File: src/rtl/gpio_led_pkg.sv
package gpio_led_pkg;
    localparam int NPIN    = 3;
    localparam int DATA_W  = 32;
    localparam int ADDR_W  = 4;

    localparam int LED_LSB = 28;
    localparam int POL_LSB = 24;
    localparam int PP_LSB  = 16;
    localparam int DIR_LSB = 8;

    localparam logic [ADDR_W-3:0] SEL_CFG  = 2'd0;
    localparam logic [ADDR_W-3:0] SEL_DATA = 2'd1;
    localparam logic [ADDR_W-3:0] SEL_STS  = 2'd2;
    localparam logic [ADDR_W-3:0] SEL_EN   = 2'd3;

    typedef struct packed {
        logic [NPIN-1:0] led;
        logic [NPIN-1:0] pol;
        logic [NPIN-1:0] pp;
        logic [NPIN-1:0] dir;
    } pin_cfg_t;

    typedef enum logic [1:0] {
        Q_IDLE  = 2'd0,
        Q_COUNT = 2'd1,
        Q_HELD  = 2'd2
    } qual_state_e;
endpackage

File: src/rtl/gpio_irq_qual.sv
module gpio_irq_qual
    import gpio_led_pkg::*;
#(
    parameter int QUAL_CYC = 8
) (
    input  logic clk,
    input  logic rst_n,
    input  logic active,
    output logic qualified
);
    localparam int CNT_W = $clog2(QUAL_CYC + 1);
    localparam logic [CNT_W-1:0] LAST = CNT_W'(QUAL_CYC - 1);

    qual_state_e      state_q, state_d;
    logic [CNT_W-1:0] cnt_q, cnt_d;

    always_ff @(posedge clk or negedge rst_n) begin
        if (!rst_n) begin
            state_q <= Q_IDLE;
            cnt_q   <= '0;
        end else begin
            state_q <= state_d;
            cnt_q   <= cnt_d;
        end
    end

    always_comb begin
        state_d = state_q;
        cnt_d   = cnt_q;
        unique case (state_q)
            Q_IDLE: begin
                cnt_d = '0;
                if (active) begin
                    if (QUAL_CYC <= 1) begin
                        state_d = Q_HELD;
                    end else begin
                        state_d = Q_COUNT;
                        cnt_d   = CNT_W'(1);
                    end
                end
            end
            Q_COUNT: begin
                if (!active) begin
                    state_d = Q_IDLE;
                    cnt_d   = '0;
                end else if (cnt_q == LAST) begin
                    state_d = Q_HELD;
                    cnt_d   = '0;
                end else begin
                    cnt_d = cnt_q + CNT_W'(1);
                end
            end
            Q_HELD: begin
                cnt_d = '0;
                if (!active) state_d = Q_IDLE;
            end
            default: begin
                state_d = Q_IDLE;
                cnt_d   = '0;
            end
        endcase
    end

    always_comb begin
        qualified = (state_q == Q_HELD);
    end

    AST_QUAL_AFTER_ACTIVE: assert property (@(posedge clk) disable iff (!rst_n)
        $rose(qualified) |-> $past(active));
    AST_QUAL_DROPS: assert property (@(posedge clk) disable iff (!rst_n)
        (qualified && !active) |=> !qualified);
endmodule

File: src/rtl/gpio_pin_mux.sv
module gpio_pin_mux (
    input  logic clk,
    input  logic rst_n,
    input  logic led_mode,
    input  logic dir_out,
    input  logic push_pull,
    input  logic data_bit,
    input  logic led_bit,
    output logic oe,
    output logic out
);
    always_comb begin
        if (led_mode) begin
            oe  = 1'b1;
            out = led_bit;
        end else if (!dir_out) begin
            oe  = 1'b0;
            out = 1'b0;
        end else if (push_pull) begin
            oe  = 1'b1;
            out = data_bit;
        end else begin
            oe  = ~data_bit;
            out = 1'b0;
        end
    end

    AST_OD_NEVER_HIGH: assert property (@(posedge clk) disable iff (!rst_n)
        (!led_mode && !push_pull) |-> !(oe && out));
    AST_INPUT_RELEASED: assert property (@(posedge clk) disable iff (!rst_n)
        (!led_mode && !dir_out) |-> !oe);
endmodule

File: src/rtl/gpio_regs.sv
module gpio_regs
    import gpio_led_pkg::*;
(
    input  logic              clk,
    input  logic              rst_n,
    input  logic              wen,
    input  logic [ADDR_W-1:0] addr,
    input  logic [DATA_W-1:0] wdata,
    output logic [DATA_W-1:0] rdata,
    input  logic [NPIN-1:0]   pin_sync,
    input  logic [NPIN-1:0]   qual,
    output pin_cfg_t          cfg,
    output logic [NPIN-1:0]   data_q,
    output logic [NPIN-1:0]   sts_q,
    output logic [NPIN-1:0]   en_q
);
    logic [ADDR_W-3:0] sel;
    logic              aligned;
    logic              wr_cfg, wr_data, wr_sts, wr_en;
    logic [NPIN-1:0]   gpio_out;

    assign sel     = addr[ADDR_W-1:2];
    assign aligned = (addr[1:0] == 2'b00);
    assign wr_cfg  = wen && aligned && (sel == SEL_CFG);
    assign wr_data = wen && aligned && (sel == SEL_DATA);
    assign wr_sts  = wen && aligned && (sel == SEL_STS);
    assign wr_en   = wen && aligned && (sel == SEL_EN);

    always_ff @(posedge clk or negedge rst_n) begin
        if (!rst_n) begin
            cfg    <= '0;
            data_q <= '0;
            en_q   <= '0;
        end else begin
            if (wr_cfg) begin
                cfg.led <= wdata[LED_LSB +: NPIN];
                cfg.pol <= wdata[POL_LSB +: NPIN];
                cfg.pp  <= wdata[PP_LSB  +: NPIN];
                cfg.dir <= wdata[DIR_LSB +: NPIN];
            end
            if (wr_data) data_q <= wdata[NPIN-1:0];
            if (wr_en)   en_q   <= wdata[NPIN-1:0];
        end
    end

    always_ff @(posedge clk or negedge rst_n) begin
        if (!rst_n) begin
            sts_q <= '0;
        end else begin
            sts_q <= (sts_q & ~(wr_sts ? wdata[NPIN-1:0] : '0)) | qual;
        end
    end

    assign gpio_out = cfg.dir & ~cfg.led;

    always_comb begin
        rdata = '0;
        if (aligned) begin
            unique case (sel)
                SEL_CFG: begin
                    rdata[LED_LSB +: NPIN] = cfg.led;
                    rdata[POL_LSB +: NPIN] = cfg.pol;
                    rdata[PP_LSB  +: NPIN] = cfg.pp;
                    rdata[DIR_LSB +: NPIN] = cfg.dir;
                end
                SEL_DATA: rdata[NPIN-1:0] = (gpio_out & data_q) | (~gpio_out & pin_sync);
                SEL_STS:  rdata[NPIN-1:0] = sts_q;
                SEL_EN:   rdata[NPIN-1:0] = en_q;
                default:  rdata = '0;
            endcase
        end
    end

    AST_STS_STICKY: assert property (@(posedge clk) disable iff (!rst_n)
        !wr_sts |=> ((($past(sts_q)) & ~sts_q) == '0));
    AST_QUAL_SETS_STS: assert property (@(posedge clk) disable iff (!rst_n)
        (qual != '0) |=> ((sts_q & $past(qual)) == $past(qual)));
    AST_RSVD_ZERO: assert property (@(posedge clk) disable iff (!rst_n)
        (aligned && sel == SEL_CFG) |-> ((rdata & 32'h88F8F8FF) == '0));
endmodule

File: src/rtl/gpio_led_ctrl.sv
module gpio_led_ctrl
    import gpio_led_pkg::*;
#(
    parameter int CLK_NS = 5,
    parameter int MIN_NS = 40
) (
    input  logic              clk,
    input  logic              rst_n,
    input  logic              reg_wen,
    input  logic [ADDR_W-1:0] reg_addr,
    input  logic [DATA_W-1:0] reg_wdata,
    output logic [DATA_W-1:0] reg_rdata,
    input  logic [NPIN-1:0]   pin_in,
    output logic [NPIN-1:0]   pin_oe,
    output logic [NPIN-1:0]   pin_out,
    input  logic [NPIN-1:0]   led_src,
    output logic              irq
);
    localparam int QUAL_CYC = (MIN_NS + CLK_NS - 1) / CLK_NS;

    pin_cfg_t        cfg;
    logic [NPIN-1:0] data_q, sts_q, en_q;
    logic [NPIN-1:0] sync1_q, sync2_q;
    logic [NPIN-1:0] active, qual;

    always_ff @(posedge clk or negedge rst_n) begin
        if (!rst_n) begin
            sync1_q <= '0;
            sync2_q <= '0;
        end else begin
            sync1_q <= pin_in;
            sync2_q <= sync1_q;
        end
    end

    gpio_regs u_regs (
        .clk      (clk),
        .rst_n    (rst_n),
        .wen      (reg_wen),
        .addr     (reg_addr),
        .wdata    (reg_wdata),
        .rdata    (reg_rdata),
        .pin_sync (sync2_q),
        .qual     (qual),
        .cfg      (cfg),
        .data_q   (data_q),
        .sts_q    (sts_q),
        .en_q     (en_q)
    );

    for (genvar i = 0; i < NPIN; i++) begin : g_pin
        assign active[i] = (sync2_q[i] == cfg.pol[i]) && !cfg.led[i];

        gpio_irq_qual #(.QUAL_CYC(QUAL_CYC)) u_qual (
            .clk       (clk),
            .rst_n     (rst_n),
            .active    (active[i]),
            .qualified (qual[i])
        );

        gpio_pin_mux u_mux (
            .clk       (clk),
            .rst_n     (rst_n),
            .led_mode  (cfg.led[i]),
            .dir_out   (cfg.dir[i]),
            .push_pull (cfg.pp[i]),
            .data_bit  (data_q[i]),
            .led_bit   (led_src[i]),
            .oe        (pin_oe[i]),
            .out       (pin_out[i])
        );

        AST_LED_NO_QUAL: assert property (@(posedge clk) disable iff (!rst_n)
            (cfg.led[i] && $past(cfg.led[i])) |-> !qual[i]);
    end

    assign irq = |(sts_q & en_q);

    AST_IRQ_NEEDS_EN: assert property (@(posedge clk) disable iff (!rst_n)
        irq |-> (en_q != '0));
endmodule

File: config.mk
export PLATFORM = sky130hd
export DESIGN_NAME = gpio_led_ctrl
export DESIGN_NICKNAME = d
export VERILOG_FILES = /design/src/rtl/gpio_led_pkg.sv /design/src/rtl/gpio_irq_qual.sv /design/src/rtl/gpio_pin_mux.sv /design/src/rtl/gpio_regs.sv /design/src/rtl/gpio_led_ctrl.sv
export SDC_FILE = /design/constraint.sdc
export NUM_CORES = 1
export LEC_CHECK = 0
export BUFFER_PORTS_ARGS = -buffer_cell sky130_fd_sc_hd__buf_2
export CAP_MARGIN = 0
export CORE_MARGIN = 8
export CORE_UTILIZATION = 48
export CTS_CLUSTER_SIZE = 14
export DETAILED_ROUTE_END_ITERATION = 8
export PLACE_DENSITY = 0.78
export SYNTH_ARGS = -nofsm -noshare
export SYNTH_HDL_FRONTEND = slang
export SYNTH_SLANG_ARGS = --single-unit
File: constraint.sdc
create_clock -name clk -period 1.3 [get_ports clk]
set_input_delay 0.13 -clock clk [delete_from_list [all_inputs] [get_ports clk]]
set_output_delay 0.13 -clock clk [all_outputs]
set_load 0.03 [all_outputs]
==> results of run 1 <==
[path summary, 6_finish.rpt]
check	startpoint	end	slack, ps	cells after the start
min in group asynchronous	rst_n	u_regs.cfg[8]	340	3
worst min register to register	sync1_q[2]	sync2_q[2]	350	0
worst max register to register	u_regs.cfg[10]	g_pin[1].u_qual.cnt_q[2]	60	3
worst min-delay path	reg_wdata[28]	u_regs.cfg[9]	70	2
max in group asynchronous	rst_n	u_regs.data_q[0]	740	3
worst max-delay path	u_regs.cfg[1]	reg_rdata[1]	-170	4
[critical path: stages (launching register included)]
cell and delay (ps):
dfrtp_1 390, nor2b_2 160, mux2i_1 120, o22ai_1 200, buf_4 200
[cell type report]
class                           count  area (um2)  area share [%]
Sequential cell                    45        1130            38.1
Multi-Input combinational cell    145        1120            38.0
Timing Repair Buffer               74         528            17.9
Clock buffer                        5        68.8            2.33
Tap cell                           54        67.6            2.29
Clock inverter                      2        35.0            1.18
Inverter                            2        7.51           0.254
[through the flow]
step	instance area, um2	setup TNS [ps]
after floorplan	2400	-1650
after global placement	2650	-3470
after detailed placement	2650	-3840
after CTS	2890	-686
after global routing	2960	-1090
final	2960	-597
[sequential cells by signal, summed over array words and instances, names as in the netlist]
name,count
g_pin.u_qual.cnt_q,12
g_pin.u_qual.state_q,6
sync1_q,3
sync2_q,3
u_regs.cfg,12
u_regs.data_q,3
u_regs.en_q,3
u_regs.sts_q,3
[layer usage]
metal	track usage [%]	part of all wire, %	up-vias
li1	-	-	805
met1	16.3	43	796
met2	23.6	50	49
met3	4.97	6.2	5
met4	4.30	0.82	0
met5	0	0	-
[cells in the final DEF (no fill, tap or decap), types with 3 or more instances in the layout]
cell type	netlist	layout
conb_1	1	17
mux2_4	10	10
and3_1	9	9
mux2_2	12	12
clkbuf_8	0	5
a21o_1	3	3
nand2b_1	6	5
mux2i_1	6	6
nand3b_1	5	5
nand3_1	6	5
and2_2	0	9
and2_1	16	6
xor2_1	6	6
dlygate4sd3_1	0	4
dfrtp_1	45	44
nor3_1	5	4
o21ai_0	10	7
nand2_1	7	7
buf_6	1	10
nor2_1	5	5
buf_4	23	24
buf_2	0	35
[cell families after synthesis]
family,after synthesis,share of synthesized area (%)
simple gates,70,18.2
flops,45,48.5
buf+inv,29,8.73
mux,28,14.9
compound gates,21,5.66
xor+xnor,6,2.26
fa+ha+maj,3,1.62
other cells,1,0.162
[report_power, final]
part	total (mW)	switching (mW)	internal, mW
combinational	1.25	0.611	0.636
clock	1.00	0.443	0.559
sequential	1.82	0.200	1.62
total	4.07	1.25	2.82
[what timing repair did]
action / in CTS / in global routing
buffers inserted: 5 / 2
gates resized for setup: 22 / 18
pin swaps: 3 / 3
hold buffers: 4 / 0
endpoints found under the hold margin: 48 / 0
endpoints found under the setup margin: 13 / 26
==> metrics.log, run 1 <==
INFO  metric clock_sink_count = 45
INFO  metric placed_cells_incl_taps = 310
INFO  metric avgSynthCellArea = 11.4 um2
INFO  metric first_global_vias = 1691
INFO  metric layoutNonFillerInstCount = 327
INFO  metric timing.critical_path.fanout_max = 2
INFO  metric fp.coreArea = 4690 um2
INFO  metric route.detailed.wl_per_inst = 15.6 um
INFO  metric place_worst_setup_slack = -286 ps
INFO  metric place.port_buffers = 49
INFO  metric setup_violators_final = 5
INFO  metric grt_start_max_net_pins = 46
INFO  metric required = 1170 ps
INFO  metric worst_case_clock_skew = 4.33 ps
INFO  metric clk_transition_reported_paths = 80 ps
INFO  metric finalHoldViolations = 0
INFO  metric synth_top_cells_by_area = dfrtp_1, buf_4, mux2_4, mux2_2, and2_1
INFO  metric grt_setup_unrepaired = yes
INFO  metric die-height = 85.5 um
INFO  metric report.power.total = 4.07 mW
INFO  metric synth_top_area_share = 48.5%
INFO  metric cts_root_buffer = clkbuf_8
INFO  metric grt_overflow_total = 0
INFO  metric antenna_violating_nets_post_route = 0
INFO  metric outcome = complete, but fails checks
INFO  metric synth_top_flop_cell = dfrtp_1
INFO  metric worst_setup_path_start_kind = flop
INFO  metric antennaDiodeCount = 0
INFO  metric yosysWarnings = 0
INFO  metric netlist_area = 2320 um2
INFO  metric dr_total_vias = 1655
INFO  metric final.setup.worst_slack = -175 ps
INFO  metric clk-insertion-delay-late = 290 ps
INFO  metric vdd_drop_max = 0.00116 V
INFO  metric yosysMostFrequentCell = dfrtp_1
INFO  metric postSynthRegisterBits = 45
INFO  metric criticalPathCategory = flop to output port
INFO  metric hold_ws = 65.3 ps
INFO  metric drt-pass1-iter-count = 5
INFO  metric fin_crit = 1470 ps
INFO  metric power_leakage = 1.53 nW
INFO  metric syn2layout_area_growth = 27.4%
INFO  metric power_per_cell_area = 1380 nW/um2
INFO  metric endpoint_kind = output port
INFO  metric vias_per_cell = 5.06
INFO  metric final_max_slew_viol_count = 0
INFO  metric die_width = 85.5 um
INFO  metric async_reset_ff_share = 100%
INFO  metric place.gp.congestion = 0.799
INFO  metric final_min_period_over_clock_period = 113%
INFO  metric synth_sequential_area_ratio = 48.5%
INFO  metric first_iter_violations = 52
INFO  metric design.final.nets = 321
INFO  metric timing.critical_path.arrival = 1340 ps
INFO  metric synth_largest_area_cell = dfrtp_1
INFO  metric fillers = 389
INFO  metric grt_first_pass_wirelength = 8140 um
INFO  metric antenna_violations_before_repair = 0
INFO  metric cts_tree = built
INFO  metric hold_class = input port to flop
INFO  metric syn-instance-count = 203
INFO  metric design.portCount = 84
INFO  metric maximum_level_of_the_cts_h_tree = 2
INFO  metric final_layout_size_suffix_gt1_share = 45.1%
INFO  metric post-dp-hpwl = 3780 um
INFO  metric maxClockFrequency = 678 MHz
INFO  metric synth.lib_cells_used.distinct = 34
INFO  metric wl = 5100 um
INFO  metric grt_usage = 14.0%
INFO  metric failed_checks = negative setup slack
INFO  metric finish.utilization = 63.0%
INFO  metric num_rows = 25
INFO  metric synth_enable_flop_cells = 0
INFO  metric cts_max_path_buffers = 2
INFO  metric die_area = 7320 um2
INFO  metric drv_cap = 0
INFO  metric synth_commonest_cells = dfrtp_1, buf_4, and2_1
INFO  metric tritoncts.num_buffers = 5
INFO  metric initial_core_util = 49.5%
INFO  metric detail_route.drc_violations = 0
No activity file was read; power rests on OpenSTA's default activity.
==> inputs of run 2 (changes only) <==
--- a/config.mk
+++ b/config.mk
@@ -12,4 +12,5 @@
 export CTS_CLUSTER_SIZE = 14
 export DETAILED_ROUTE_END_ITERATION = 8
+export GPL_ROUTABILITY_DRIVEN = 1
 export PLACE_DENSITY = 0.78
 export SYNTH_ARGS = -nofsm -noshare
==> constraint.sdc (replaced) <==
create_clock -name clk -period 1.3 [get_ports clk]
set_input_delay 0.13 -clock clk [delete_from_list [all_inputs] [get_ports clk]]
set_output_delay 0.13 -clock clk [all_outputs]
set_load 0.02 [all_outputs]
==> metrics.log, run 2 (synthesis results as in run 1) <==
INFO  metric power_leakage = 1.55 nW (+1.5%)
INFO  metric maxClockFrequency = 674 MHz (-0.67%)
INFO  metric crit-reg2reg-capture = g_pin[2].u_qual.state_q[1]
INFO  metric final_min_period_over_clock_period = 114% (+0.77 points)
INFO  metric clk-insertion-delay-late = 300 ps (about the same)
INFO  metric layout.cells.most_common = dfrtp_1
INFO  metric num_rows = 25 (unchanged)
INFO  metric design.portCount = 84 (unchanged)
INFO  metric place.port_buffers = 49 (unchanged)
INFO  metric cpMaxStageDelayCell = dfrtp_1
INFO  metric worst_case_clock_skew = 1.98 ps (-2.35 ps)
INFO  metric cts_root_buffer = clkbuf_8
INFO  metric hold_path.startpoint = reg_wdata[24]
INFO  metric timing.critical_path.slowest_cell_delay = 390 ps (about the same)
INFO  metric cts_max_path_buffers = 2 (unchanged)
INFO  metric rr_startpoint = g_pin[2].u_qual.cnt_q[0]
INFO  metric wl = 5240 um (+2.7%)
INFO  metric first_global_vias = 1847 (+9.2%)
INFO  metric maximum_level_of_the_cts_h_tree = 2 (unchanged)
INFO  metric grt_overflow_total = 0 (unchanged)
INFO  metric clock_sink_count = 45 (unchanged)
INFO  metric dr_total_vias = 1699 (+2.7%)
INFO  metric layoutNonFillerInstCount = 330 (+0.92%)
INFO  metric worstPathCellList = nor2b_1 -> mux2i_1 -> o22ai_1 -> buf_2
INFO  metric hold_class = input port to flop
INFO  metric die_width = 85.5 um (unchanged)
INFO  metric vdd_drop_max = 0.000761 V (-34%)
INFO  metric final_layout_size_suffix_gt1_share = 47.5% (+2.4 points)
INFO  metric grt_setup_unrepaired = yes
INFO  metric detail_route.drc_violations = 0 (unchanged)
INFO  metric grt_first_pass_wirelength = 8490 um (+4.3%)
INFO  metric die_area = 7320 um2 (unchanged)
INFO  metric cp_num_buf_inv = 1 (unchanged)
INFO  metric vias_per_cell = 5.15 (+1.7%)
INFO  metric timing.critical_path.fanout_max = 2 (unchanged)
INFO  metric switching_share = 32.0% (+1.2 points)
INFO  metric fp.coreArea = 4690 um2 (unchanged)
INFO  metric placed_cells_incl_taps = 311 (+0.32%)
INFO  metric antenna_violations_before_repair = 0 (unchanged)
INFO  metric syn2layout_area_growth = 31.8%
INFO  metric register_area = 1130 um2 (+0.33%)
INFO  metric grt_usage = 14.7% (+0.64 points)
INFO  metric clk_transition_reported_paths = 80 ps (about the same)
INFO  metric antenna_violating_nets_post_route = 0 (unchanged)
INFO  metric grt_start_max_net_pins = 46 (unchanged)
INFO  metric tritoncts.num_buffers = 5 (unchanged)
INFO  metric hold_crit_depth = 2 (unchanged)
INFO  metric required = 1170 ps (about the same)
INFO  metric setup_violators_final = 6 (+1)
INFO  metric fin_crit = 1480 ps (+10.0 ps)
INFO  metric first_iter_violations = 57 (+9.6%)
INFO  metric final_max_slew_viol_count = 0 (unchanged)
INFO  metric largestRegisters = g_pin.u_qual.cnt_q x12, u_regs.cfg x12, g_pin.u_qual.state_q x6
INFO  metric final.setup.worst_slack = -185 ps (-10.0 ps)
INFO  metric timing.reg2reg.worst_path_depth = 4 (+1)
INFO  metric criticalPathCategory = flop to output port
INFO  metric cts_tree = built
INFO  metric hold_ws = 59.3 ps (-5.94 ps)
INFO  metric worst_setup_path_start_kind = flop
INFO  metric min_delay_worst_endpoint = u_regs.cfg[6]
INFO  metric pwr-share-comb = 31.9% (+1.3 points)
INFO  metric initial_core_util = 49.5% (unchanged)
INFO  metric seq_power_share = 46.9% (+2.1 points)
INFO  metric outcome = complete, but fails checks
INFO  metric place.gp.congestion = 0.794 (-0.65%)
INFO  metric layout_common_cells = dfrtp_1, buf_2, buf_4, buf_6, conb_1
INFO  metric cell_internal_pwr = 2.70 mW (-4.1%)
INFO  metric route.detailed.wl_per_inst = 15.9 um (+1.8%)
INFO  metric fillers = 372 (-4.4%)
INFO  metric power_per_cell_area = 1300 nW/um2 (-5.7%)
INFO  metric multi_input_comb_area = 1190 um2 (+5.7%)
INFO  metric worst-r2r-setup-slack = 90 ps (+30 ps)
INFO  metric drt-pass1-iter-count = 4 (-1)
INFO  metric die-height = 85.5 um (unchanged)
INFO  metric endpoint_kind = output port
INFO  metric finalHoldViolations = 0 (unchanged)
INFO  metric antennaDiodeCount = 0 (unchanged)
INFO  metric path_delay_family = flip-flops
INFO  metric failed_checks = negative setup slack
INFO  metric design.final.nets = 323 (+0.62%)
INFO  metric net-switching-power = 1.27 mW (+1.3%)
INFO  metric post-dp-hpwl = 3700 um (-2.1%)
INFO  metric p_clk_share = 21.2% (-3.4 points)
INFO  metric timing.critical_path.arrival = 1350 ps (about the same)
INFO  metric drv_cap = 0 (unchanged)
[run 2: changes by cell type in the layout (fill, tap and decap cells not counted), moves of 3 or more]
cell | previous run | this run
and2_2 | 9 | 0
nand2b_4 | 1 | 4
nand2b_1 | 5 | 2
dfrtp_1 | 44 | 41
buf_4 | 24 | 21
dfrtp_2 | 1 | 4
buf_2 | 35 | 32
buf_6 | 10 | 18
and2_1 | 6 | 13
[run 2: worst max path at each step]
stage                         startpoint              to  slack (ps)  depth (start not counted)
after CTS                  u_regs.cfg[9]    reg_rdata[0]        -210                          4
final                      u_regs.cfg[9]    reg_rdata[0]        -180                          4
after detailed placement     reg_addr[1]  u_regs.cfg[10]        -270                          4
after global routing      u_regs.en_q[2]             irq        -270                          3
after global placement       reg_addr[1]   u_regs.cfg[7]        -240                          4
after floorplan              reg_addr[1]   u_regs.cfg[0]        -140                          4
[run 2: routing by layer]
metal | global-route usage (%) | part of all wire [%] | wire (um) | up-vias
met5 | 0 | 0 | 0 | -
met4 | 6.53 | 2.4 | 127 | 0
met3 | 5.35 | 7.8 | 406 | 11
met2 | 23.9 | 49 | 2570 | 61
met1 | 16.8 | 41 | 2140 | 819
li1 | - | - | - | 808
[run 2: power groups by stage]
stage	Sequential, mW	Clock (mW)	Combinational (mW)
finish	1.86	0.840	1.27
CTS	1.81	0.869	1.11
detailed placement	1.84	0	0.963
global placement	1.83	0	0.932
floorplan	1.81	0	0.699
global route	1.90	0.925	1.38
[run 2: final cells by class]
type	count	share of cell area, %
multi-input combinational	145	38.8
sequential	45	37.0
clock inverter	3	0.573
inverter	2	0.245
tap	54	2.21
timing repair buffer	76	19.0
clock buffer	5	2.25
[run 2: timing repair]
item                       CTS  global route
buffers inserted             5             5
setup endpoints to repair   12            29
hold endpoints to repair    48             0
resized for setup           15            53
pin swaps                    2             9
hold buffers                 4             0
[run 2: metrics by stage]
| step | utilization (%) | total power [mW] | TNS, ps | worst slack (ps) | area (um2) |
|---|---|---|---|---|---|
| after detailed placement | 56.2 | 2.80 | -3640 | -273 | 2640 |
| final | 65.2 | 3.97 | -674 | -185 | 3060 |
| after CTS | 60.7 | 3.79 | -755 | -209 | 2850 |
| after global placement | 56.2 | 2.76 | -3270 | -239 | 2640 |
| after global routing | 65.2 | 4.21 | -1240 | -270 | 3060 |
| after floorplan | - | 2.51 | -1650 | -145 | 2380 |
[run 2: worst reg2reg max path: stages, from the launching register on]
cell      delay, ps
dfrtp_1         390
ha_2            220
nand4b_1        130
mux2_2          300
nor3_2          100
==> inputs of run 3 (changes only) <==
- RECOVER_POWER: unset -> 25
==> metrics.log, run 3 (synthesis results as in run 1) <==
INFO  metric final.setup.worst_slack = -189 ps (-4.32 ps)
INFO  metric die-height = 85.5 um (unchanged)
INFO  metric timing.critical_path.slowest_cell_delay = 400 ps (about the same)
INFO  metric required = 1170 ps (about the same)
INFO  metric endpoint_kind = output port
INFO  metric slew_headroom = 58.9%
INFO  metric power_per_cell_area = 1300 nW/um2 (+0.31%)
INFO  metric post_dp_cell_area = 2640 um2 (unchanged)
INFO  metric place.port_buffers = 49 (unchanged)
INFO  metric cts_tree = built
INFO  metric design.portCount = 84 (unchanged)
INFO  metric cts_max_path_buffers = 2 (unchanged)
INFO  metric clk-insertion-delay-late = 300 ps (about the same)
INFO  metric fp.coreArea = 4690 um2 (unchanged)
INFO  metric finish.utilization = 64.9% (-0.27 points)
INFO  metric power_leakage = 1.55 nW (-0.31%)
INFO  metric place.gp.congestion = 0.794 (unchanged)
INFO  metric syn2layout_area_growth = 31.3%
INFO  metric tritoncts.num_buffers = 5 (unchanged)
INFO  metric timing.critical_path.fanout_max = 2 (unchanged)
INFO  metric final_min_period_over_clock_period = 115% (+0.33 points)
INFO  metric initial_core_util = 49.5% (unchanged)
INFO  metric setup_violators_final = 6 (unchanged)
INFO  metric worst_setup_path_start_kind = flop
INFO  metric antennaDiodeCount = 0 (unchanged)
INFO  metric final.setup.tns = -686 ps (-11.1 ps)
INFO  metric grt_first_pass_wirelength = 8490 um (unchanged)
INFO  metric largestRegisters = g_pin.u_qual.cnt_q x12, u_regs.cfg x12, g_pin.u_qual.state_q x6
INFO  metric num_rows = 25 (unchanged)
INFO  metric first_iter_violations = 67 (+18%)
INFO  metric antenna_violations_before_repair = 0 (unchanged)
INFO  metric clk_transition_reported_paths = 80 ps (about the same)
INFO  metric cts_root_buffer = clkbuf_8
INFO  metric failed_checks = negative setup slack
INFO  metric finalHoldViolations = 0 (unchanged)
INFO  metric detail_route.drc_violations = 0 (unchanged)
INFO  metric outcome = complete, but fails checks
INFO  metric fillers = 373 (+0.27%)
INFO  metric fin_crit = 1490 ps (+4.32 ps)
INFO  metric grt_start_max_net_pins = 46 (unchanged)
INFO  metric final_layout_size_suffix_gt1_share = 47.5% (unchanged)
INFO  metric route.detailed.wl_per_inst = 15.9 um (about the same)
INFO  metric die_area = 7320 um2 (unchanged)
INFO  metric criticalPathCategory = flop to output port
INFO  metric worstPathCellList = nand2b_4 -> mux2i_1 -> o22ai_1 -> buf_4
INFO  metric post-dp-hpwl = 3700 um (unchanged)
INFO  metric die_width = 85.5 um (unchanged)
INFO  metric final_max_slew_viol_count = 0 (unchanged)
INFO  metric drt-pass1-iter-count = 4 (unchanged)
INFO  metric stdcell_area = 3050 um2 (-0.41%)
INFO  metric hold_class = input port to flop
INFO  metric grt_usage = 14.7% (unchanged)
INFO  metric worst_case_clock_skew = 2.35 ps (+0.372 ps)
INFO  metric grt_overflow_total = 0 (unchanged)
INFO  metric vias_per_cell = 5.14 (-0.12%)
INFO  metric layout_common_cells = dfrtp_1, buf_2, buf_4, buf_6, conb_1
INFO  metric first_global_vias = 1847 (unchanged)
INFO  metric layoutNonFillerInstCount = 330 (unchanged)
INFO  metric clock_sink_count = 45 (unchanged)
INFO  metric place_worst_setup_slack = -273 ps (unchanged)
INFO  metric maximum_level_of_the_cts_h_tree = 2 (unchanged)
INFO  metric drv_cap = 0 (unchanged)
INFO  metric worst-slew-pin-transition = 616 ps
INFO  metric antenna_violating_nets_post_route = 0 (unchanged)
INFO  metric timing.critical_path.arrival = 1360 ps (about the same)
INFO  metric grt_setup_unrepaired = yes
INFO  metric design.final.nets = 323 (unchanged)
INFO  metric dr_total_vias = 1697 (-0.12%)
INFO  metric layout.cells.most_common = dfrtp_1
INFO  metric placed_cells_incl_taps = 311 (unchanged)
INFO  metric cpMaxStageDelayCell = dfrtp_1
INFO  metric maxClockFrequency = 672 MHz (-0.29%)
INFO  metric wl = 5240 um (about the same)
INFO  metric vdd_drop_max = 0.000762 V (+0.11%)
run 3: layout make-up:
| type | count | area, um2 | area share, % |
|---|---|---|---|
| clock buffers | 5 | 68.8 | 2.26 |
| clock inverters | 3 | 17.5 | 0.575 |
| inverters | 2 | 7.51 | 0.246 |
| multi-input cells | 145 | 1190 | 38.9 |
| flip-flops and latches | 45 | 1130 | 37.1 |
| well taps | 54 | 67.6 | 2.22 |
| repair buffers | 76 | 568 | 18.6 |
run 3: final timing paths:
path / startpoint / depth (start not counted) / slack [ps] / endpoint
max: u_regs.cfg[11] / 4 / -190 / reg_rdata[2]
min: reg_wdata[24] / 2 / 60 / u_regs.cfg[6]
max reg2reg: g_pin[2].u_qual.cnt_q[0] / 4 / 90 / g_pin[2].u_qual.state_q[1]
min reg2reg: sync1_q[2] / 0 / 350 / sync2_q[2]
max in group asynchronous: rst_n / 3 / 370 / u_regs.data_q[2]
min in group asynchronous: rst_n / 3 / 470 / u_regs.cfg[8]
run 3: per-stage QoR:
| stage | hold WS [ps] | power [mW] |
|---|---|---|
| after floorplan | -166 | 2.51 |
| after global placement | 125 | 2.76 |
| after detailed placement | 126 | 2.80 |
| after CTS | 46.4 | 3.79 |
| after global routing | 47.0 | 4.20 |
| final | 59.2 | 3.97 |
run 3: what timing repair did:
item / CTS / global route
endpoints found under the setup margin: 12 / 29
resized for setup: 15 / 53
hold buffers: 4 / 0
pin swaps: 2 / 9
setup buffers: 5 / 5
endpoints found under the hold margin: 48 / 0
run 3: per-layer routing:
metal / up-vias / routed length, um / global-route usage [%]
li1: 809 / - / -
met1: 823 / 2130 / 16.8
met2: 54 / 2590 / 23.9
met3: 11 / 394 / 5.35
met4: 0 / 127 / 6.53
met5: - / 0 / 0
run 3: worst max-delay path: cells and delay by family, from the launching register on:
kind            cells  cell delay, ps
compound gates      1             210
buf+inv             1             180
flops               1             400
mux                 1             130
simple gates        1             140
run 3: where the power goes:
group          switching [mW]  internal (mW)
registers               0.236           1.63
clock network           0.470          0.371
logic                   0.565          0.699
total                    1.27           2.70
